File: src/rtl/colgen_pkg.sv
package colgen_pkg;
  localparam int CTRL_W = 10;
  localparam int BT_BIT = 3;
  localparam int CL_LSB = 4;
  localparam int OP_LSB = 7;
  localparam int WS_BIT = 9;

  typedef enum logic [2:0] {
    LEN_1    = 3'b000,
    LEN_2    = 3'b001,
    LEN_4    = 3'b010,
    LEN_8    = 3'b011,
    LEN_PAGE = 3'b111
  } len_code_e;

  typedef struct packed {
    logic       full_page;
    logic       interleave;
    logic [1:0] len_log2;
  } burst_cfg_t;

  function automatic logic len_code_bad(logic [2:0] code, logic bt);
    case (code)
      LEN_1, LEN_2, LEN_4, LEN_8: return 1'b0;
      LEN_PAGE:                   return bt;
      default:                    return 1'b1;
    endcase
  endfunction

  function automatic logic [1:0] cas_decode(logic [2:0] code);
    case (code)
      3'b010:  return 2'd2;
      3'b011:  return 2'd3;
      default: return 2'd0;
    endcase
  endfunction
endpackage

File: src/rtl/colgen_mode_reg.sv
module colgen_mode_reg
  import colgen_pkg::*;
#(
  parameter logic [CTRL_W-1:0] RESET_MODE = 10'h020
) (
  input  logic              clk,
  input  logic              rst_n,
  input  logic              load,
  input  logic [CTRL_W-1:0] value,
  output burst_cfg_t        cfg_rd,
  output logic              wr_single,
  output logic [1:0]        cas_latency,
  output logic              illegal
);
  logic [CTRL_W-1:0] mode_q;
  logic              illegal_q;
  logic              value_bad;

  always_comb begin
    value_bad = len_code_bad(value[2:0], value[BT_BIT])
              | (cas_decode(value[CL_LSB +: 3]) == 2'd0)
              | (value[OP_LSB +: 2] != 2'b00);
  end

  always_ff @(posedge clk or negedge rst_n) begin
    if (!rst_n) begin
      mode_q    <= RESET_MODE;
      illegal_q <= 1'b0;
    end else if (load) begin
      mode_q    <= value;
      illegal_q <= illegal_q | value_bad;
    end
  end

  always_comb begin
    cfg_rd.full_page  = (mode_q[2:0] == LEN_PAGE);
    cfg_rd.interleave = mode_q[BT_BIT];
    cfg_rd.len_log2   = mode_q[1:0];
  end

  assign wr_single   = mode_q[WS_BIT];
  assign cas_latency = cas_decode(mode_q[CL_LSB +: 3]);
  assign illegal     = illegal_q;
endmodule

File: src/rtl/colgen_cfg_pick.sv
module colgen_cfg_pick
  import colgen_pkg::*;
(
  input  burst_cfg_t cfg_rd,
  input  logic       wr_single,
  input  logic       is_write,
  output burst_cfg_t cfg_eff
);
  always_comb begin
    if (is_write && wr_single) begin
      cfg_eff.full_page  = 1'b0;
      cfg_eff.interleave = 1'b0;
      cfg_eff.len_log2   = 2'd0;
    end else begin
      cfg_eff = cfg_rd;
    end
  end
endmodule

File: src/rtl/colgen_beat_gen.sv
module colgen_beat_gen
  import colgen_pkg::*;
#(
  parameter int COL_W = 9
) (
  input  logic             clk,
  input  logic             rst_n,
  input  logic             start_ok,
  input  burst_cfg_t       cfg_in,
  input  logic [COL_W-1:0] start_col,
  input  logic             terminate,
  input  logic             ready,
  output logic             valid,
  output logic [COL_W-1:0] col,
  output logic             last
);
  logic             valid_q;
  logic [COL_W-1:0] base_q;
  logic [COL_W-1:0] cnt_q;
  burst_cfg_t       cfg_q;
  logic [COL_W-1:0] mask;
  logic [COL_W-1:0] low;

  always_comb begin
    mask = cfg_q.full_page ? {COL_W{1'b1}} : ~({COL_W{1'b1}} << cfg_q.len_log2);
    if (cfg_q.interleave && !cfg_q.full_page) low = base_q ^ cnt_q;
    else                                      low = base_q + cnt_q;
  end

  assign col   = (base_q & ~mask) | (low & mask);
  assign last  = valid_q && !cfg_q.full_page && (cnt_q == mask);
  assign valid = valid_q;

  always_ff @(posedge clk or negedge rst_n) begin
    if (!rst_n) begin
      valid_q <= 1'b0;
      base_q  <= '0;
      cnt_q   <= '0;
      cfg_q   <= '0;
    end else if (start_ok) begin
      valid_q <= 1'b1;
      base_q  <= start_col;
      cnt_q   <= '0;
      cfg_q   <= cfg_in;
    end else if (terminate) begin
      valid_q <= 1'b0;
    end else if (valid_q && ready) begin
      if (last) valid_q <= 1'b0;
      else      cnt_q   <= cnt_q + 1'b1;
    end
  end
endmodule

File: src/rtl/burst_colgen.sv
module burst_colgen
  import colgen_pkg::*;
#(
  parameter int COL_W  = 9,
  parameter int MODE_W = 14
) (
  input  logic              clk,
  input  logic              rst_n,
  input  logic              mode_load,
  input  logic [MODE_W-1:0] mode_value,
  input  logic              burst_start,
  input  logic              burst_write,
  input  logic [COL_W-1:0]  start_col,
  input  logic              terminate,
  input  logic              col_ready,
  output logic              col_valid,
  output logic [COL_W-1:0]  col,
  output logic              col_last,
  output logic [1:0]        cas_latency,
  output logic              illegal_mode
);
  burst_cfg_t cfg_rd;
  burst_cfg_t cfg_eff;
  logic       wr_single;
  logic       unused_hi;

  assign unused_hi = ^mode_value[MODE_W-1:CTRL_W];

  colgen_mode_reg u_mode (
    .clk         (clk),
    .rst_n       (rst_n),
    .load        (mode_load),
    .value       (mode_value[CTRL_W-1:0]),
    .cfg_rd      (cfg_rd),
    .wr_single   (wr_single),
    .cas_latency (cas_latency),
    .illegal     (illegal_mode)
  );

  colgen_cfg_pick u_pick (
    .cfg_rd    (cfg_rd),
    .wr_single (wr_single),
    .is_write  (burst_write),
    .cfg_eff   (cfg_eff)
  );

  colgen_beat_gen #(.COL_W(COL_W)) u_beat (
    .clk       (clk),
    .rst_n     (rst_n),
    .start_ok  (burst_start && !illegal_mode),
    .cfg_in    (cfg_eff),
    .start_col (start_col),
    .terminate (terminate),
    .ready     (col_ready),
    .valid     (col_valid),
    .col       (col),
    .last      (col_last)
  );
endmodule

File: config.mk
export PLATFORM = sky130hd
export DESIGN_NAME = burst_colgen
export DESIGN_NICKNAME = d
export VERILOG_FILES = /design/src/rtl/colgen_pkg.sv /design/src/rtl/colgen_mode_reg.sv /design/src/rtl/colgen_cfg_pick.sv /design/src/rtl/colgen_beat_gen.sv /design/src/rtl/burst_colgen.sv
export SDC_FILE = /design/constraint.sdc
export NUM_CORES = 1
export LEC_CHECK = 0
export BUFFER_PORTS_ARGS = -buffer_cell sky130_fd_sc_hd__buf_2
export CORE_MARGIN = 4
export CORE_UTILIZATION = 54
export DETAILED_ROUTE_END_ITERATION = 10
export MAX_ROUTING_LAYER = met4
export PLACE_DENSITY = 0.8
export SYNTH_ARGS = -nofsm -noshare
export SYNTH_HDL_FRONTEND = slang
export SYNTH_SLANG_ARGS = --single-unit
File: constraint.sdc
create_clock -name clk -period 2.96 [get_ports clk]
set_input_delay 0.592 -clock clk [delete_from_list [all_inputs] [get_ports clk]]
set_output_delay 0.592 -clock clk [all_outputs]
set_load 0.05 [all_outputs]
=== Word level (Yosys, flattened, before mapping) ===
Cells that the tools add are included.

* Register bits: 34
* Latch bits: 0
* RAM bits: 0
* Memory bits (read-only): 0
* Output and inout port bits: 14
* Word-level logic and storage cells: 63
* Memories kept: 0

* Add/subtract/negate cells: 2
* $mul: 0
* Divide/modulo/power cells: 0
* $lt $le $gt $ge: 0
* Eq/ne operators: 12
* Shift-type cells: 1
* Multiplexer cells: 14
* Bitwise logic cells: 9
* Reduce and logical (&&, ||, !) cells: 17

{| class="wikitable"
|+ Operator list
! operator !! number
|-
| $mux 9 || 6
|-
| $and 9x9->9 || 2
|-
| $eq 3x2->1 const B || 6
|-
| $not 9->9 || 2
|-
| $add 9x1->9 const B || 1
|-
| $add 9x9->9 || 1
|-
| $eq 9x9->1 || 1
|-
| $or 9x9->9 || 1
|-
| $shl 9x2->9 const A || 1
|-
| $xor 9x9->9 || 1
|-
| $pmux 2 s2 || 2
|-
| $eq 3x3->1 const B || 2
|-
| $logic_and 1x1->1 || 6
|-
| $reduce_bool 3->1 || 2
|-
| $mux 1 || 4
|-
| $mux 4 || 1
|-
| $ne 2x1->1 const B || 2
|-
| $reduce_bool 2->1 || 2
|-
| $reduce_or 4->1 || 1
|-
| $eq 3x1->1 const B || 1
|-
| $logic_not 3->1 || 1
|-
| $or 1x1->1 || 3
|-
| $reduce_and 3->1 || 1
|-
| $logic_not 1->1 || 2
|-
| other kinds (3) || 3
|}

=== Logic depth before layout (Yosys ltp) ===
Gate-level depths: netlist (run 1).

* Word-level depth: 9
* Gate-level depth with buffers: 7
* Gate-level depth less buffers: 7

=== Hierarchy ===
From an unflattened synthesis (run 1), not the netlist that was laid out.

* Cells, all modules: 199
* Area, all modules: 2,045.7 um2

{| class="wikitable"
|+ By module, submodules not included
! module !! times used !! cells each !! area each (um2) !! sequential area each (um2)
|-
| colgen_beat_gen || 1 || 166 || 1,599.0 || 575.6
|-
| colgen_mode_reg || 1 || 28 || 402.9 || 226.5
|-
| colgen_cfg_pick || 1 || 4 || 30.0 || 0.0
|-
| burst_colgen || 1 || 1 || 13.8 || 0.0
|}

=== Least setup slack after synthesis (run 1) ===
No wires, ideal clock.

* Kind: register -> output
* From: reg u_beat.cnt_q[0]
* To: out col[8]
* Arrival time: 2,978 ps
* Data required time: 2,368 ps
* Setup slack: -610 ps
* Cell stages (with the launch flop): 8
* Path buffers: 0
* Cell sequence: dfrtp_1 -> ha_1 -> fa_1 -> a211oi_2 -> o21ai_1 -> a31oi_1 -> xor2_1 -> o32ai_1

* Cells in the longest elaborated chain, start to end: 4

{| class="wikitable"
|+ RTL lines
! what !! RTL line !! source
|-
| from (decl) || colgen_beat_gen.sv:19 || <nowiki>logic [COL_W-1:0] cnt_q;</nowiki>
|-
| from (signal assigned) || colgen_beat_gen.sv:49 || <nowiki>else cnt_q <= cnt_q + 1'b1;</nowiki>
|-
| $add 9x9->9 || colgen_beat_gen.sv:27 || <nowiki>else low = base_q + cnt_q;</nowiki>
|-
| $mux 9 || colgen_beat_gen.sv:26 || <nowiki>if (cfg_q.interleave && !cfg_q.full_page) low = base_q ^ cnt_q;</nowiki>
|-
| $and 9x9->9 || colgen_beat_gen.sv:30 || <nowiki>assign col = (base_q & ~mask) | (low & mask);</nowiki>
|-
| $or 9x9->9 || colgen_beat_gen.sv:30 ||
|-
| to (decl) || burst_colgen.sv:17 || <nowiki>output logic [COL_W-1:0] col,</nowiki>
|}

No other way between the ends.

=== Worst setup path in the final report (run 1) ===
* From: reg u_beat.base_q[0]
* To: out col[6]

* Cells in the longest elaborated chain, start to end: 4

{| class="wikitable"
|+ RTL lines
! what !! RTL line !! source
|-
| from (decl) || colgen_beat_gen.sv:18 || <nowiki>logic [COL_W-1:0] base_q;</nowiki>
|-
| from (signal assigned) || colgen_beat_gen.sv:42 || <nowiki>base_q <= start_col;</nowiki>
|-
| $add 9x9->9 || colgen_beat_gen.sv:27 ||
|-
| $mux 9 || colgen_beat_gen.sv:26 ||
|-
| $and 9x9->9 || colgen_beat_gen.sv:30 ||
|-
| $or 9x9->9 || colgen_beat_gen.sv:30 ||
|}

No other way between the ends.

==> results.tsv, run 1 <==
metric	value	unit
Synth Net Count	246	
GP Congestion	0.896	
Setup Skew	0.00385	ns
routed vias/inst	5.69	
vias	1714	
Worst Setup End Kind	output pin	
warnings from Yosys	0	
CTS clk-pin slew, worst paths	0.07	ns
synth top area cells	dfrtp_1, nand2_1, ha_1	
CTS Sinks	32	
Max Cap Viol	0	
Post-DP HPWL	3100	um
P per Cell Area	517	nW/um2
largest net degree at the start of global routing	33	
Total GRT Usage	21.5	%
average wire per standard cell	15.0	um
compound-cell area share of the yosys netlist	16.3	%
RR Startpoint	u_beat.cfg_q[3]	
core area	3440	um2
syn avg cell area	9.64	um2
hold buffer count at cts	0	
min-delay worst type	in -> async	
TritonCTS clock tree	done	
Static Leakage	1.15	nW
FP Rows	21	
count of flip-flops with a built-in enable after synthesis	0	
RSZ-0062 raised after global routing	yes	
type of the worst setup path	reg -> out	
Peak VDD IR	0.000433	V
mux cell area share after synthesis	6.74	%
top_reg_cell synth	dfrtp_1	
Post-Route WL	4530	um
Final Hold Fails	0	
final global-route overflow total	0	
largest family of logic cells by synthesized area	simple AND/OR/NAND/NOR gates	
crit path max fanout	3	
H-tree Lvls	2	
Post-Synth Adder-Cell Area	6.68	%
post-synth cell types	56	
first-pass GRT wire length	7300	um
CP Launch Type	flop	
port bufs	39	
area grow syn2layout	23.2	%
clock latency on the worst-skew pair	0.29	ns
Antenna Nets Post-Route	0	
status	complete, but fails checks	
post-synthesis sequential element count	32	
die span in y	68.6	um
CTS Root Cell	clkbuf_8	
initial drt markers	83	
Area after DPL	2270	um2
sequential element share of the synthesized area	40.4	%
WP data required	2.37	ns
FFs w/ async S/R, synth	100	%
area leader, netlist	dfrtp_1	
Crit Reg-Reg Endpoint	u_beat.cnt_q[0]	
mapped cell area	1990	um2
Slew @ Worst Pin	0.700	ns
Yosys top cell area share	39.1	%
Ant. Diodes	0	
Final min period	2.99	ns
fin nets	294	
1st-pass router iterations	4	
cell count after synthesis	206	
Longest Clk Path Bufs	2	
Critical Path Source	u_beat.base_q[0]	
maximum clock frequency	334	MHz
max-slew violation count	0	
vias in the first global route	1613	
worst reg-to-reg path cell count	5	
Util after Layout	71.1	%
Residual DRC	0	
Chip Width	68.6	um
most frequent cells in the layout	nand2_1, buf_2, dfrtp_1	
Tcrit/Tclk final	101	%
Initial Util	57.7	%
Final Setup Violations	2	
violated checks	setup timing	
post-route cell area	2450	um2
DIE AREA	4710	um2
Worst Setup EP	col[6]	
Synth Area in XOR/XNOR	6.18	%
Synth Area in Simple Gates	21.3	%
share of cells above drive strength 1	32.2	%
min setup slack post-route	-0.0307	ns
Critical Path AT	2.40	ns
max_slew headroom	53.3	%
reg2reg setup slack	1.16	ns
# IOs	44	
initial antenna violation count	0	
CTS Buf Count	5	
## Yosys cell counts, drive strengths merged, types with 2 or more instances
cell / n
o21ai: 14
nor2b: 4
xnor2: 6
dfrtp: 31
xor2: 8
and4: 4
mux2: 11
o2111ai: 2
nor4b: 2
o22ai: 2
a21o: 2
inv: 2
a22o: 2
nor3: 5
nand2: 37
nand2b: 4
clkbuf: 5
nor4: 2
buf: 3
a21oi: 7
a31oi: 2
o211ai: 2
nand3: 6
a211oi: 2
ha: 9
nor2: 12
## layer usage
layer  GRT usage (%)  vias to the layer above  routed length (um)
met1            26.3                      821                2040
met4            8.19                        0                  55
met2            35.2                       47                2210
met3            3.89                        5                 224
li1                -                      841                   -
met5               -                        -                   0
## worst min path at each step
| stage | end | slack, ns | cells past startpoint |
|---|---|---|---|
| detailed placement | u_mode.illegal | 0.48 | 1 |
| CTS | u_mode.mode_q[9] | 0.36 | 1 |
| global route | u_mode.mode_q[9] | 0.40 | 1 |
| global placement | u_mode.illegal | 0.48 | 1 |
| finish | u_mode.mode_q[9] | 0.35 | 1 |
| floorplan | u_beat.base_q[0] | 0.30 | 0 |
## kinds of logic after synthesis
| kind of cell | Yosys count |
|---|---|
| buf+inv | 10 |
| compound gates | 46 |
| mux | 12 |
| xor+xnor | 14 |
| flops | 32 |
| simple gates | 82 |
| fa+ha+maj | 10 |
## sequential cells by signal (all words and copies together), names as in the netlist
name	cells
u_mode.illegal	1
u_beat.cfg_q	4
u_beat.valid	1
u_mode.mode_q	8
u_beat.base_q	9
u_beat.cnt_q	9
## metrics by stage
| stage | instances | setup slack [ns] | hold WS, ns | TNS, ns | power [mW] |
|---|---|---|---|---|---|
| floorplan | 206 | 0.0795 | 0.296 | 0 | 0.746 |
| global placement | 290 | 0.130 | 0.479 | 0 | 0.824 |
| detailed placement | 290 | 0.125 | 0.482 | 0 | 0.831 |
| CTS | 298 | -0.0597 | 0.363 | -0.138 | 1.26 |
| global route | 301 | -0.128 | 0.402 | -0.327 | 1.31 |
| finish | 301 | -0.0307 | 0.346 | -0.0522 | 1.26 |
## critical path: stages, from the launching register on
cell and delay (ns):
dfrtp_1 0.41, ha_2 0.20, fa_2 0.37, a211oi_4 0.25
buf_4 0.15, o21bai_1 0.08, a21oi_2 0.16, xnor2_1 0.08
mux2_4 0.27, buf_8 0.15
## cell type report
type / count / area (um2)
multi-input combinational: 164 / 1180
fill: 272 / 996
sequential: 32 / 802
timing repair buffer: 49 / 287
clock buffer: 6 / 72.6
tap: 46 / 57.6
clock inverter: 2 / 35.0
inverter: 2 / 7.51
## power by group
group / switching (mW) / internal [mW]
clock: 0.167 / 0.250
sequential: 0.0395 / 0.474
combinational: 0.209 / 0.125
total: 0.415 / 0.849
## repair_timing
action	4_1_cts	5_1_grt
gates resized for setup	10	3
setup buffers	0	3
pin swaps	2	2
setup endpoints to repair	3	4
No activity file was read; power rests on OpenSTA's default activity.
==> run 2, diff against run 1 <==
--- a/config.mk
+++ b/config.mk
@@ -11,6 +11,7 @@
 export DETAILED_ROUTE_END_ITERATION = 10
 export MAX_ROUTING_LAYER = met4
 export PLACE_DENSITY = 0.8
+export REMOVE_ABC_BUFFERS = 1
 export SYNTH_ARGS = -nofsm -noshare
 export SYNTH_HDL_FRONTEND = slang
 export SYNTH_SLANG_ARGS = --single-unit
==> run 2 against run 1 <==
- the flow still finishes with violations (setup timing)
- maximum frequency fell by 1.4%
- register-to-register slack barely moved
- non-clock buffer count fell by 3
- utilization fell by 1.4 points
- first-iteration DRC count rose by 100%
- count of clock-buffer cells in the layout fell by 1
- total power fell by 0.70%
- largest power group unchanged
==> results.tsv, run 2 (synthesized netlist as in run 1, its figures left out) <==
metric	value	unit
FP Rows	21	
Total GRT Usage	21.8	%
share of power burned in registers	40.7	%
clock latency on the worst-skew pair	0.29	ns
switching share of power	33.0	%
CTS Buf Count	5	
Psw	0.414	mW
metal3 WL	285	um
most frequent cells in the layout	nand2_1, buf_2, dfrtp_1	
biggest regs	u_beat.base_q (9), u_beat.cnt_q (9), u_mode.mode_q (8)	
Peak VDD IR	0.000352	V
Final Setup Violations	2	
Antenna Nets Post-Route	0	
Tcrit/Tclk final	102	%
Critical Path Source	u_beat.base_q[0]	
multi-input logic area	1160	um2
P per Cell Area	523	nW/um2
1st-pass router iterations	4	
final global-route overflow total	0	
min setup slack post-route	-0.0717	ns
met2 WL post-DR	2210	um
# IOs	44	
core area	3440	um2
max-slew violation count	0	
RSZ-0062 raised after global routing	yes	
post-route cell area	2400	um2
Initial Util	57.7	%
worst reg-to-reg path cell count	5	
vias	1701	
Pint	0.841	mW
max_slew headroom	51.6	%
register area	802	um2
Met1 Wirelength	1890	um
Top Metal Used	met4	
initial antenna violation count	0	
fin nets	291	
CTS clk-pin slew, worst paths	0.07	ns
Slew @ Worst Pin	0.726	ns
area grow syn2layout	20.7	%
Final Hold Fails	0	
die span in y	68.6	um
maximum clock frequency	330	MHz
Setup Skew	0.00330	ns
TritonCTS clock tree	done	
routed vias/inst	5.71	
vias in the first global route	1545	
power share of the clock group	33.7	%
Fin Setup TNS	-0.110	ns
hold buffer count at cts	0	
Post-DP HPWL	3160	um
Critical Path AT	2.44	ns
Area after DPL	2230	um2
status	complete, but fails checks	
Max Cap Viol	0	
largest net degree at the start of global routing	33	
min-delay worst type	in -> async	
CP Launch Type	flop	
CTS Root Cell	clkbuf_8	
Ant. Diodes	0	
GP Congestion	0.882	
first-pass GRT wire length	7220	um
Chip Width	68.6	um
Residual DRC	0	
Longest Clk Path Bufs	2	
initial drt markers	167	
crit path max fanout	3	
share of cells above drive strength 1	31.0	%
RR Startpoint	u_beat.cfg_q[3]	
average wire per standard cell	14.9	um
Post-Route WL	4450	um
WP data required	2.37	ns
Gate power share	25.6	%
port bufs	39	
Worst Setup End Kind	output pin	
violated checks	setup timing	
CTS Sinks	32	
Fillers	262	
DIE AREA	4710	um2
H-tree Lvls	2	
Final min period	3.03	ns
type of the worst setup path	reg -> out	
Static Leakage	1.13	nW
-- run 2: cell types whose count changed in the layout (fill, tap and decap cells not counted), sizes merged --
cell,change
buf,-3
clkbuf,-1
clkinvlp,+1
-- run 2: per-stage QoR --
step	total power, mW	setup slack (ns)	utilization [%]	std cells	hold WS (ns)
3_5_place_dp	0.825	0.0993	64.9	288	0.486
6_report	1.25	-0.0717	69.6	298	0.333
5_1_grt	1.31	-0.153	69.6	298	0.405
4_1_cts	1.25	-0.0748	68.9	296	0.365
2_1_floorplan	0.734	-0.606	-	198	0.296
3_3_place_gp	0.817	0.140	64.9	288	0.472
-- run 2: path summary, 6_finish.rpt --
path / endpoint / slack, ns
max: col[8] / -0.07
min: u_beat.cnt_q[1] / 0.33
max reg2reg: u_beat.cnt_q[0] / 1.17
min reg2reg: u_beat.cfg_q[2] / 0.50
max in group asynchronous: u_beat.base_q[0] / 2.18
min in group clk: u_beat.base_q[3] / 0.48
-- run 2: layout make-up --
type / count / area share (%)
timing repair buffer: 46 / 10.9
clock inverter: 3 / 1.77
tap: 46 / 2.40
clock buffer: 5 / 2.87
multi-input combinational: 164 / 48.3
sequential: 32 / 33.5
inverter: 2 / 0.313
-- run 2: critical path: stages, from the launching register on --
cell	delay, ns
dfrtp_1	0.40
ha_2	0.19
fa_2	0.37
a211oi_4	0.26
o21ai_2	0.12
a31oi_1	0.21
xor2_1	0.09
o32ai_1	0.25
buf_4	0.25
-- run 2: repair_timing --
| action | CTS | global route |
|---|---|---|
| resized for setup | 7 | 4 |
| buffers inserted | 0 | 2 |
| pin swaps | 4 | 3 |
| setup endpoints to repair | 3 | 3 |
-- run 2: layer usage --
metal,GRT usage (%),up-vias
met1,26.9,810
li1,-,833
met5,-,-
met2,33.8,52
met3,6.81,6
met4,7.20,0
-- run 2: power by group through the flow --
stage | Clock (mW) | Combinational, mW | Sequential, mW
2_1_floorplan | 0 | 0.221 | 0.513
3_3_place_gp | 0 | 0.301 | 0.516
3_5_place_dp | 0 | 0.307 | 0.518
4_1_cts | 0.426 | 0.317 | 0.511
5_1_grt | 0.446 | 0.349 | 0.515
6_report | 0.423 | 0.321 | 0.511
